[config.mk]
export PLATFORM = sky130hd
export DESIGN_NAME = nco_clkgen
export DESIGN_NICKNAME = d
export VERILOG_FILES = /design/src/rtl/nco_pkg.sv /design/src/rtl/nco_fold.sv /design/src/rtl/nco_phase.sv /design/src/rtl/nco_edge.sv /design/src/rtl/nco_clkgen.sv
export SDC_FILE = /design/constraint.sdc
export NUM_CORES = 1
export LEC_CHECK = 0
export ABC_AREA = 1
export BUFFER_PORTS_ARGS = -buffer_cell sky130_fd_sc_hd__buf_2
export CORE_ASPECT_RATIO = 1.2
export CORE_MARGIN = 5
export CORE_UTILIZATION = 30
export DETAILED_ROUTE_END_ITERATION = 12
export GPL_TIMING_DRIVEN = 0
export PLACE_DENSITY = 0.43
export REMOVE_ABC_BUFFERS = 1
export SYNTH_ARGS = -nofsm -noshare
export SYNTH_HDL_FRONTEND = slang
export SYNTH_SLANG_ARGS = --single-unit
export TNS_END_PERCENT = 1
[constraint.sdc]
create_clock -name clk -period 2.15 [get_ports clk]
set_input_delay 0 -clock clk [delete_from_list [all_inputs] [get_ports clk]]
set_output_delay 0 -clock clk [all_outputs]
set_load 0.01 [all_outputs]
[src/rtl/nco_pkg.sv]
package nco_pkg;
    typedef enum logic {
        ST_IDLE = 1'b0,
        ST_RUN  = 1'b1
    } nco_state_e;
endpackage

[src/rtl/nco_fold.sv]
// Derives the effective phase increment from the control word:
// upper half of the range is mirrored by two's complement.
module nco_fold #(
    parameter int ACC_W = 16
) (
    input  logic [ACC_W-1:0] word_i,
    output logic [ACC_W-1:0] inc_o
);
    localparam int MSB = ACC_W - 1;

    always_comb begin
        if (word_i[MSB]) begin
            inc_o = (~word_i) + {{(ACC_W-1){1'b0}}, 1'b1};
        end else begin
            inc_o = word_i;
        end
    end
endmodule

[src/rtl/nco_phase.sv]
// Run-enable state machine and phase accumulator.
module nco_phase
    import nco_pkg::*;
#(
    parameter int ACC_W = 16
) (
    input  logic             clk,
    input  logic             rst_n,
    input  logic             run_i,
    input  logic [ACC_W-1:0] inc_i,
    output logic [ACC_W-1:0] acc_o
);
    nco_state_e      state_q, state_d;
    logic [ACC_W-1:0] acc_q, acc_d;

    // State register process
    always_ff @(posedge clk or negedge rst_n) begin
        if (!rst_n) begin
            state_q <= ST_IDLE;
            acc_q   <= '0;
        end else begin
            state_q <= state_d;
            acc_q   <= acc_d;
        end
    end

    // Next-state and datapath process
    always_comb begin
        state_d = state_q;
        acc_d   = '0;
        unique case (state_q)
            ST_IDLE: begin
                if (run_i) begin
                    state_d = ST_RUN;          // LAUNCH
                    acc_d   = inc_i;           // phase starts from zero
                end
            end
            ST_RUN: begin
                if (run_i) begin
                    acc_d = acc_q + inc_i;     // keep phase, new step applies
                end else begin
                    state_d = ST_IDLE;         // HALT
                end
            end
            default: begin
                state_d = ST_IDLE;
            end
        endcase
    end

    assign acc_o = acc_q;
endmodule

[src/rtl/nco_edge.sv]
// Rising-edge strobe on the square-wave output.
module nco_edge (
    input  logic clk,
    input  logic rst_n,
    input  logic wave_i,
    output logic tick_o
);
    logic wave_q;

    always_ff @(posedge clk or negedge rst_n) begin
        if (!rst_n) begin
            wave_q <= 1'b0;
        end else begin
            wave_q <= wave_i;
        end
    end

    assign tick_o = wave_i & ~wave_q;
endmodule

[src/rtl/nco_clkgen.sv]
module nco_clkgen #(
    parameter int ACC_W = 16
) (
    input  logic             clk,
    input  logic             rst_n,
    input  logic             run,
    input  logic [ACC_W-1:0] ctl_word,
    output logic             nco_out,
    output logic             tick
);
    localparam int MSB = ACC_W - 1;

    logic [ACC_W-1:0] inc_w;
    logic [ACC_W-1:0] acc_q;

    nco_fold #(.ACC_W(ACC_W)) u_fold (
        .word_i (ctl_word),
        .inc_o  (inc_w)
    );

    nco_phase #(.ACC_W(ACC_W)) u_phase (
        .clk    (clk),
        .rst_n  (rst_n),
        .run_i  (run),
        .inc_i  (inc_w),
        .acc_o  (acc_q)
    );

    assign nco_out = acc_q[MSB];

    nco_edge u_edge (
        .clk    (clk),
        .rst_n  (rst_n),
        .wave_i (nco_out),
        .tick_o (tick)
    );
endmodule

==> flow_summary.json, run 1 <==
{
  "cp-start-kind": "flop",
  "fin_cells": 440,
  "fin_crit_ps": 1966,
  "swShare_pct": 44.04,
  "synth-edff-count": 0,
  "power_frac_clock_pct": 19.4,
  "ys_types": 29,
  "crit_buf_inv": 2,
  "syn_avg_cell_area_um2": 6.312,
  "place_inst": 436,
  "p_switching_w": 0.0006087,
  "hold_viol_final": 0,
  "rsz0062_at_grt": "false",
  "nNetsFinal": 394,
  "multi_input_area_um2": 1531,
  "ys_seq_area_share_pct": 21.30,
  "combPwrFrac_pct": 51.0,
  "overflow": 0,
  "start_util_pct": 30.85,
  "crit_type": "reg -> reg",
  "drtIter0Drc": 74,
  "drive_gt1_share_pct": 16.15,
  "r2r_slack_ps": 180,
  "r2r-end": "u_phase.acc_o[14]$_DFF_PN0_",
  "chipWidth_um": 86.64,
  "hpwl_um": 4526,
  "seq_area_um2": 450.4,
  "first_global_vias": 2058,
  "synth-main-ff-cell": "dfrtp_1",
  "min_from": "run",
  "htree_levels": 1,
  "num_rows": 33,
  "netlist_area_um2": 2115,
  "path_clk_slew_ps": 90,
  "rr_startpoint": "u_phase.acc_o[0]$_DFF_PN0_",
  "ctsRootBufferMaster": "clkbuf_8",
  "grtUsageTotal_pct": 14.10,
  "area_growth_pct": 15.92,
  "worstPathRequired_ps": 2310,
  "seqPwrFrac_pct": 29.5,
  "ir_drop_mv": 0.2319,
  "antenna_found_initial": 0,
  "status": "completed",
  "min_path_cells": 1,
  "post_cts_buffers": 0,
  "reg2regPathDepth": 13,
  "via_per_inst": 4.607,
  "fp.dieH_um": 102.0,
  "crit_family": "simple AND/OR/NAND/NOR gates",
  "min_period_over_period_pct": 91.44,
  "ant_nets": 0,
  "cap_violations": 0,
  "crit_slowest_cell": "fa_1",
  "die-area_um2": 8834,
  "drcViolationCount": 0,
  "clock_path_buffers": 2,
  "yosys.area.top_type": "dfrtp_1",
  "async_flop_share_pct": 100.0,
  "min_to": "u_phase.state_q$_DFF_PN0_",
  "clock_latency_ps": 260,
  "drt_wl_total_um": 5786,
  "synth_area_leaders": "dfrtp_1, nand2_1, ha_1",
  "setup_viol": 0,
  "tightest_slew_ps": 745.9,
  "drv_slew": 0,
  "numCtsBuffers": 3,
  "relSlewSlack_pct": 50.27,
  "worstPathCellList": "ha_2, inv_1, fa_1, inv_1, nand3_1, nand2_2, nand2_1, nand2_2, nand2_1, nand3_1, nand2_1, nor2_2, nor2_1",
  "synth.top_cells.by_count": "nand2_1, inv_1, nor2_1",
  "crit_cells": 13,
  "io_buffers": 20,
  "diodes": 0,
  "skew_ps": 4.030,
  "yosysWarnings": 0,
  "synth_top_area_share_pct": 21.30,
  "cts_tree": "yes",
  "coreArea_um2": 6854,
  "finalSetupTns_ps": 0,
  "powerDensity_nw_per_um2": 563.8,
  "critPathMaxFanout": 3,
  "io_pins": 21,
  "num_vias": 2027,
  "grt_max_degree": 20,
  "leakagePower_nw": 1.366,
  "intPower_w": 0.0007733,
  "critPathMaxStageDelay_ps": 360,
  "synth-seq-cells": 18,
  "syn_inst": 335,
  "cpMostUsedCell": "nand2_1",
  "grt_pass1_wl_um": 9756,
  "drt_first_pass_iters": 4,
  "post-synth-top-count-cell": "nand2_1",
  "worst_ep_arrival_time_ps": 2130,
  "fillers": 794,
  "worst_setup_path_end_kind": "flop",
  "hold_class": "in -> reg",
  "wl_per_cell_um": 13.15,
  "fmax_ghz": 0.5087,
  "finalWeightedCongestion": 0.8119,
  "cts.sinks": 18
}
[placed cells by master, fill, tap and decap left out, types with 2 or more instances in the layout]
| cell type | n |
|---|---|
| nand2_1 | 100 |
| inv_1 | 52 |
| nor2_1 | 32 |
| nand3_1 | 23 |
| a21oi_1 | 21 |
| buf_2 | 19 |
| dfrtp_1 | 18 |
| ha_1 | 14 |
| o21ai_0 | 10 |
| xor2_1 | 7 |
| o21ai_1 | 6 |
| nand3_2 | 5 |
| nand2_2 | 5 |
| nor2_4 | 4 |
| nand4_1 | 4 |
| ha_4 | 4 |
| inv_2 | 3 |
| nand2_4 | 3 |
| xnor2_1 | 3 |
| clkbuf_8 | 3 |
| nand3_4 | 2 |
| nor2_2 | 2 |
| xor2_2 | 2 |
[sequential cells by signal, indices dropped and copies added (netlist names)]
register,flops
u_edge.wave_q,1
u_phase.acc_o,16
u_phase.state_q,1
[area by class of cell]
cell class              instances  share of cell area [%]
clock buffers                   3                   1.685
inverters                      55                   8.423
multi-input cells             256                   62.48
flip-flops and latches         18                   18.38
well taps                      87                   4.441
repair buffers                 21                   4.594
[routing by layer]
metal / wire [um] / global-route usage [%] / part of all wire (%) / vias to the layer above
li1: - / - / - / 1081
met1: 2623 / 18.00 / 45 / 914
met2: 2929 / 24.97 / 51 / 26
met3: 148 / 1.532 / 2.6 / 6
met4: 85 / 4.077 / 1.5 / 0
met5: 0 / 0 / 0 / -
[worst max-delay path by stage]
stage | from | end
3_5_place_dp | ctl_word[0] | u_phase.acc_o[15]$_DFF_PN0_
3_3_place_gp | ctl_word[0] | u_phase.acc_o[15]$_DFF_PN0_
5_1_grt | ctl_word[1] | u_phase.acc_o[13]$_DFF_PN0_
6_report | u_phase.acc_o[0]$_DFF_PN0_ | u_phase.acc_o[14]$_DFF_PN0_
4_1_cts | ctl_word[0] | u_phase.acc_o[15]$_DFF_PN0_
2_1_floorplan | ctl_word[0] | u_phase.acc_o[11]$_DFF_PN0_
[per-stage QoR]
step,hold slack (ps),instance area (um^2),worst slack [ps],total power [W],utilization (%)
floorplan,-295.6,2081,318.5,0.0009056,-
global placement,15.96,2290,-223.6,0.001081,33.41
detailed placement,20.33,2290,-234.7,0.001082,33.41
CTS,52.80,2341,42.09,0.001366,34.15
global route,60.89,2451,0.001332,0.001534,35.76
finish,55.61,2451,184.1,0.001382,35.76
[power by group through the flow]
| stage | Combinational, W | Clock, W | Sequential [W] |
|---|---|---|---|
| 4_1_cts | 0.000676 | 0.000286 | 0.000404 |
| 2_1_floorplan | 0.000502 | 0 | 0.000404 |
| 5_1_grt | 0.000822 | 0.000299 | 0.000414 |
| 3_3_place_gp | 0.000670 | 0 | 0.000410 |
| 3_5_place_dp | 0.000670 | 0 | 0.000412 |
| 6_report | 0.000705 | 0.000268 | 0.000408 |
[cells by family after synthesis]
kind of cell,after synthesis,share of synthesized area [%]
AOI/OAI and AO/OA,39,9.527
xor gates and xnor gates,12,4.971
adders and majority gates,20,12.19
buffers and inverters,61,11.36
DFF,18,21.30
and+or+nand+nor,185,40.65
[repair_timing]
| action | in CTS | in global routing |
|---|---|---|
| endpoints found under the setup margin | 0 | 7 |
| resized for setup | 0 | 20 |
| hold buffers | 1 | 0 |
| hold endpoints to repair | 18 | 0 |
Note: power is estimated with default switching activity, not from simulation.
==> inputs of run 2 (changes only) <==
Settings changed: REMOVE_ABC_BUFFERS 1 to unset.
==> run 2 against run 1 <==
Compared with the run above:
- hold slack better by 6.1 ps
- design area up 1.6%
- sequential cell count unchanged
- clock power up 11%
- critical path depth unchanged
- sequential share of layout area down 0.29 points
- first-iteration DRC count up 9.5%
- via count up 0.20%
- register-to-register slack better by 30 ps
- clock skew down 1.1 ps
- wire length up 1.7%
- highest routed layer unchanged
==> flow_summary.json, run 2 (synthesis results as in run 1) <==
{
  "ant_nets": 0,
  "worst_ep_arrival_time_ps": 2100,
  "drtIter0Drc": 81,
  "numCtsBuffers": 3,
  "fmax_ghz": 0.5155,
  "hpwl_um": 4822,
  "setup_viol": 0,
  "drt_wl_total_um": 5886,
  "intPower_w": 0.0008086,
  "fin_crit_ps": 1940,
  "tightest_slew_ps": 671.0,
  "seqPwrFrac_pct": 28.2,
  "rsz0062_at_grt": "false",
  "nNetsFinal": 401,
  "largest_register_ffs": 16,
  "chipWidth_um": 86.64,
  "min_period_over_period_pct": 90.23,
  "ir_drop_mv": 0.1855,
  "die-area_um2": 8834,
  "clock_path_buffers": 2,
  "leakagePower_nw": 1.400,
  "grt_pass1_wl_um": 9818,
  "status": "completed",
  "synthesis.nets": 374,
  "holdWs_ps": 61.70,
  "ctsRootBufferMaster": "clkbuf_8",
  "cts.sinks": 18,
  "relSlewSlack_pct": 55.27,
  "antenna_found_initial": 0,
  "worst_setup_path_end_kind": "flop",
  "swShare_pct": 42.80,
  "start_util_pct": 30.85,
  "worstPathRequired_ps": 2310,
  "fp.dieH_um": 102.0,
  "area_growth_pct": 17.75,
  "skew_ps": 2.886,
  "critPathMaxFanout": 3,
  "io_pins": 21,
  "hold_class": "in -> reg",
  "cp-start-kind": "flop",
  "path_clk_slew_ps": 80,
  "coreArea_um2": 6854,
  "hold_viol_final": 0,
  "drive_gt1_share_pct": 17.73,
  "clock_latency_ps": 260,
  "drcViolationCount": 0,
  "num_vias": 2031,
  "mostFrequentLayoutCell": "nand2_1",
  "finalWeightedCongestion": 0.8150,
  "htree_levels": 1,
  "fillers": 816,
  "wl_per_cell_um": 13.14,
  "p_total_w": 0.001414,
  "drt_first_pass_iters": 4,
  "power_frac_clock_pct": 21.1,
  "diodes": 0,
  "grtUsageTotal_pct": 14.31,
  "powerDensity_nw_per_um2": 567.8,
  "first_global_vias": 2078,
  "drv_slew": 0,
  "crit_type": "reg -> reg",
  "layout_common_cells": "nand2_1, inv_1, nor2_1, nand3_1, buf_2",
  "overflow": 0,
  "io_buffers": 19,
  "grt_max_degree": 19,
  "placed_cell_area_um2": 2318,
  "via_per_inst": 4.533,
  "stdcell_area_um2": 2490,
  "cts_tree": "yes",
  "p_switching_w": 0.0006051,
  "combPwrFrac_pct": 50.7,
  "num_rows": 33,
  "cap_violations": 0
}
## run 2: final cells by class
class	count	area, um^2	share of cell area (%)
Sequential cell	18	450.4	18.09
Clock buffer	4	55.05	2.211
Inverter	55	206.4	8.291
Multi-Input combinational cell	256	1513	60.75
Buffer	6	33.78	1.357
Tap cell	87	108.9	4.372
Timing Repair Buffer	22	122.6	4.925
## run 2: what timing repair did
action | CTS | global route
resized for setup | 0 | 21
hold buffers | 2 | 0
buffers inserted | 0 | 1
hold endpoints to repair | 19 | 0
endpoints found under the setup margin | 0 | 8
## run 2: metrics by stage
step | setup TNS (ps) | cells | util [%] | setup WS (ps)
4_1_cts | 0 | 447 | 34.92 | 13.59
3_5_place_dp | -1463 | 441 | 33.83 | -257.2
5_1_grt | 0 | 448 | 36.33 | 14.46
3_3_place_gp | -1609 | 441 | 33.83 | -296.8
6_report | 0 | 448 | 36.33 | 210.0
2_1_floorplan | 0 | 335 | - | 273.9
## run 2: power by group through the flow
| stage | registers [W] | logic [W] | clock network, W |
|---|---|---|---|
| 4_1_cts | 0.000398 | 0.000696 | 0.000309 |
| 3_3_place_gp | 0.000404 | 0.000689 | 0 |
| 3_5_place_dp | 0.000405 | 0.000689 | 0 |
| 2_1_floorplan | 0.000401 | 0.000515 | 0 |
| 5_1_grt | 0.000404 | 0.000833 | 0.000323 |
| 6_report | 0.000399 | 0.000717 | 0.000298 |
## run 2: routing by layer
metal | up-vias | GRT usage, % | wire length [um]
li1 | 1099 | - | -
met1 | 902 | 17.39 | 2688
met2 | 25 | 26.62 | 2999
met3 | 5 | 1.371 | 131
met4 | 0 | 3.957 | 68
met5 | - | 0 | 0
## run 2: critical path, cell delays in order, from the launching register on
cell	delay (ps)
dfrtp_1	330
ha_1	160
inv_1	50
fa_1	370
inv_1	100
nand3_1	90
nand2_2	120
nand2_1	90
nand2_2	110
nand2_1	80
nand3_1	80
nand2_1	50
nor2_1	150
nor2_1	50
## run 2: worst paths after layout
check	cells after the start	start	end	slack [ps]
hold reg to reg	0	u_phase.acc_o[15]$_DFF_PN0_	u_edge.wave_q$_DFF_PN0_	460
min in group asynchronous	2	rst_n	u_phase.acc_o[1]$_DFF_PN0_	220
max in group asynchronous	2	rst_n	u_phase.acc_o[10]$_DFF_PN0_	1590
hold / removal	3	ctl_word[0]	u_phase.acc_o[0]$_DFF_PN0_	60
setup / recovery	13	u_phase.acc_o[0]$_DFF_PN0_	u_phase.acc_o[14]$_DFF_PN0_	210
setup reg to reg	13	u_phase.acc_o[0]$_DFF_PN0_	u_phase.acc_o[14]$_DFF_PN0_	210
==> inputs of run 3 (changes only) <==
Settings changed: CORE_MARGIN 5 to 2, RECOVER_POWER set to 25.
==> run 3 against run 2 <==
Compared with the run above:
- sequential cell count did not move
- design area decreased by 0.70%
- utilization is essentially flat
- first-iteration DRC count is 26% lower
- wire length is 0.68% lower
- power up 0.85%
- critical path depth is 6 higher
- final cell count unchanged
- worst setup slack worse by 44 ps
- hold slack worse by 37 ps
- fmax shrank 2.2%
- clock power grew 4%
- critical path type is now in -> reg
- critical endpoint is now u_phase.acc_o[15]$_DFF_PN0_
- largest power group unchanged
- highest routed layer unchanged
==> flow_summary.json, run 3 (synthesis results as in run 1) <==
{
  "status": "completed",
  "powerDensity_nw_per_um2": 576.7,
  "grtUsageTotal_pct": 16.38,
  "crit_family": "simple AND/OR/NAND/NOR gates",
  "synthesis.nets": 374,
  "chipWidth_um": 80.64,
  "nNetsFinal": 401,
  "diodes": 0,
  "worstPathCellList": "buf_2, inv_1, ha_2, nand3_2, nor2_2, nand3_1, nand3_1, nand2_1, ha_1, nand2_2, inv_1, nand2_1, nand2_1, a21oi_1, nand2_1, nand2_1, nand3_1, nand2_1, inv_1",
  "place_inst": 441,
  "clock_latency_ps": 270,
  "hpwl_um": 4690,
  "mostFrequentLayoutCell": "nand2_1",
  "via_per_inst": 4.585,
  "start_util_pct": 31.04,
  "drt_wl_total_um": 5846,
  "cts_tree": "yes",
  "overflow": 0,
  "drv_slew": 0,
  "cpMostUsedCell": "nand2_1",
  "io_pins": 21,
  "pre_cts_ws_ps": -247.8,
  "relSlewSlack_pct": 21.15,
  "skew_ps": 6.051,
  "first_global_vias": 1997,
  "area_growth_pct": 16.92,
  "crit_slowest_cell": "ha_1",
  "swShare_pct": 43.15,
  "wl_per_cell_um": 13.05,
  "cp-start-kind": "primary input",
  "num_rows": 33,
  "clock_path_buffers": 2,
  "drtIter0Drc": 60,
  "worst_ep_arrival_time_ps": 2150,
  "cap_violations": 0,
  "die-area_um2": 7739,
  "ctsRootBufferMaster": "clkbuf_8",
  "num_vias": 2054,
  "worst_slack_ps": 165.9,
  "fin_util_pct": 36.29,
  "hold_viol_final": 0,
  "worst_setup_path_end_kind": "flop",
  "coreArea_um2": 6813,
  "holdWs_ps": 24.21,
  "cts.sinks": 18,
  "drt_first_pass_iters": 4,
  "intPower_w": 0.0008106,
  "setup_viol": 0,
  "path_clk_slew_ps": 90,
  "numCtsBuffers": 3,
  "fin_cells": 448,
  "largest_register_ffs": 16,
  "antenna_found_initial": 0,
  "combPwrFrac_pct": 50.2,
  "tightest_slew_ps": 1183,
  "min_period_over_period_pct": 92.28,
  "fin_crit_ps": 1984,
  "crit_buf_inv": 4,
  "power_frac_clock_pct": 21.7,
  "leakagePower_nw": 1.395,
  "p_switching_w": 0.0006152,
  "seqPwrFrac_pct": 28.1,
  "ir_drop_mv": 0.2103,
  "finalSetupTns_ps": 0,
  "grt_max_degree": 19,
  "drcViolationCount": 0,
  "ant_nets": 0,
  "grt_pass1_wl_um": 9549,
  "rsz0062_at_grt": "true",
  "fp.dieH_um": 95.97,
  "crit_type": "in -> reg",
  "finalWeightedCongestion": 0.8233,
  "fmax_ghz": 0.5040,
  "io_buffers": 19,
  "htree_levels": 1,
  "critPathMaxStageDelay_ps": 330,
  "layout_common_cells": "nand2_1, inv_1, nor2_1, nand3_1",
  "hold_class": "in -> reg",
  "worstPathRequired_ps": 2320,
  "critPathMaxFanout": 4,
  "drive_gt1_share_pct": 16.62
}
-- run 3: final timing paths --
kind / slack, ps / end / startpoint / cells past startpoint
worst max-delay path: 170 / u_phase.acc_o[15]$_DFF_PN0_ / ctl_word[1] / 19
worst min-delay path: 20 / u_phase.acc_o[0]$_DFF_PN0_ / ctl_word[0] / 3
worst max register to register: 180 / u_phase.acc_o[14]$_DFF_PN0_ / u_phase.acc_o[0]$_DFF_PN0_ / 13
worst min register to register: 460 / u_edge.wave_q$_DFF_PN0_ / u_phase.acc_o[15]$_DFF_PN0_ / 0
max in group asynchronous: 960 / u_phase.acc_o[15]$_DFF_PN0_ / rst_n / 2
min in group asynchronous: 490 / u_phase.acc_o[8]$_DFF_PN0_ / rst_n / 2
-- run 3: repair_timing --
action                     4_1_cts  5_1_grt
hold endpoints to repair        19        0
hold buffers                     2        0
resized for setup                0       16
buffers inserted                 0        1
setup endpoints to repair        0        6
-- run 3: power groups by stage --
stage | logic [W] | clock network, W | registers (W)
global placement | 0.000684 | 0 | 0.000405
detailed placement | 0.000683 | 0 | 0.000406
CTS | 0.000689 | 0.000322 | 0.000399
finish | 0.000715 | 0.000309 | 0.000401
floorplan | 0.000515 | 0 | 0.000401
global route | 0.000824 | 0.000334 | 0.000406
-- run 3: cell type report --
class,count,area [um^2]
sequential,18,450.4
buffer,6,33.78
timing repair buffer,22,120.1
inverter,55,206.4
tap,87,108.9
clock buffer,4,55.05
fill,782,4340
multi-input combinational,256,1498
-- run 3: worst min-delay path, stage by stage --
cell,delay (ps)
buf_2,110
inv_2,80
a21oi_1,70
-- run 3: through the flow --
stage | cell area (um^2) | total power [W]
floorplan | 2115 | 0.0009160
detailed placement | 2318 | 0.001089
finish | 2472 | 0.001426
global placement | 2318 | 0.001089
CTS | 2394 | 0.001410
global route | 2472 | 0.001564
-- run 3: per-layer routing --
| metal | track usage [%] | vias to the layer above | wire length [um] |
|---|---|---|---|
| li1 | - | 1098 | - |
| met1 | 20.30 | 919 | 2729 |
| met2 | 29.72 | 33 | 2925 |
| met3 | 1.970 | 4 | 150 |
| met4 | 4.520 | 0 | 40 |
| met5 | 0 | - | 0 |
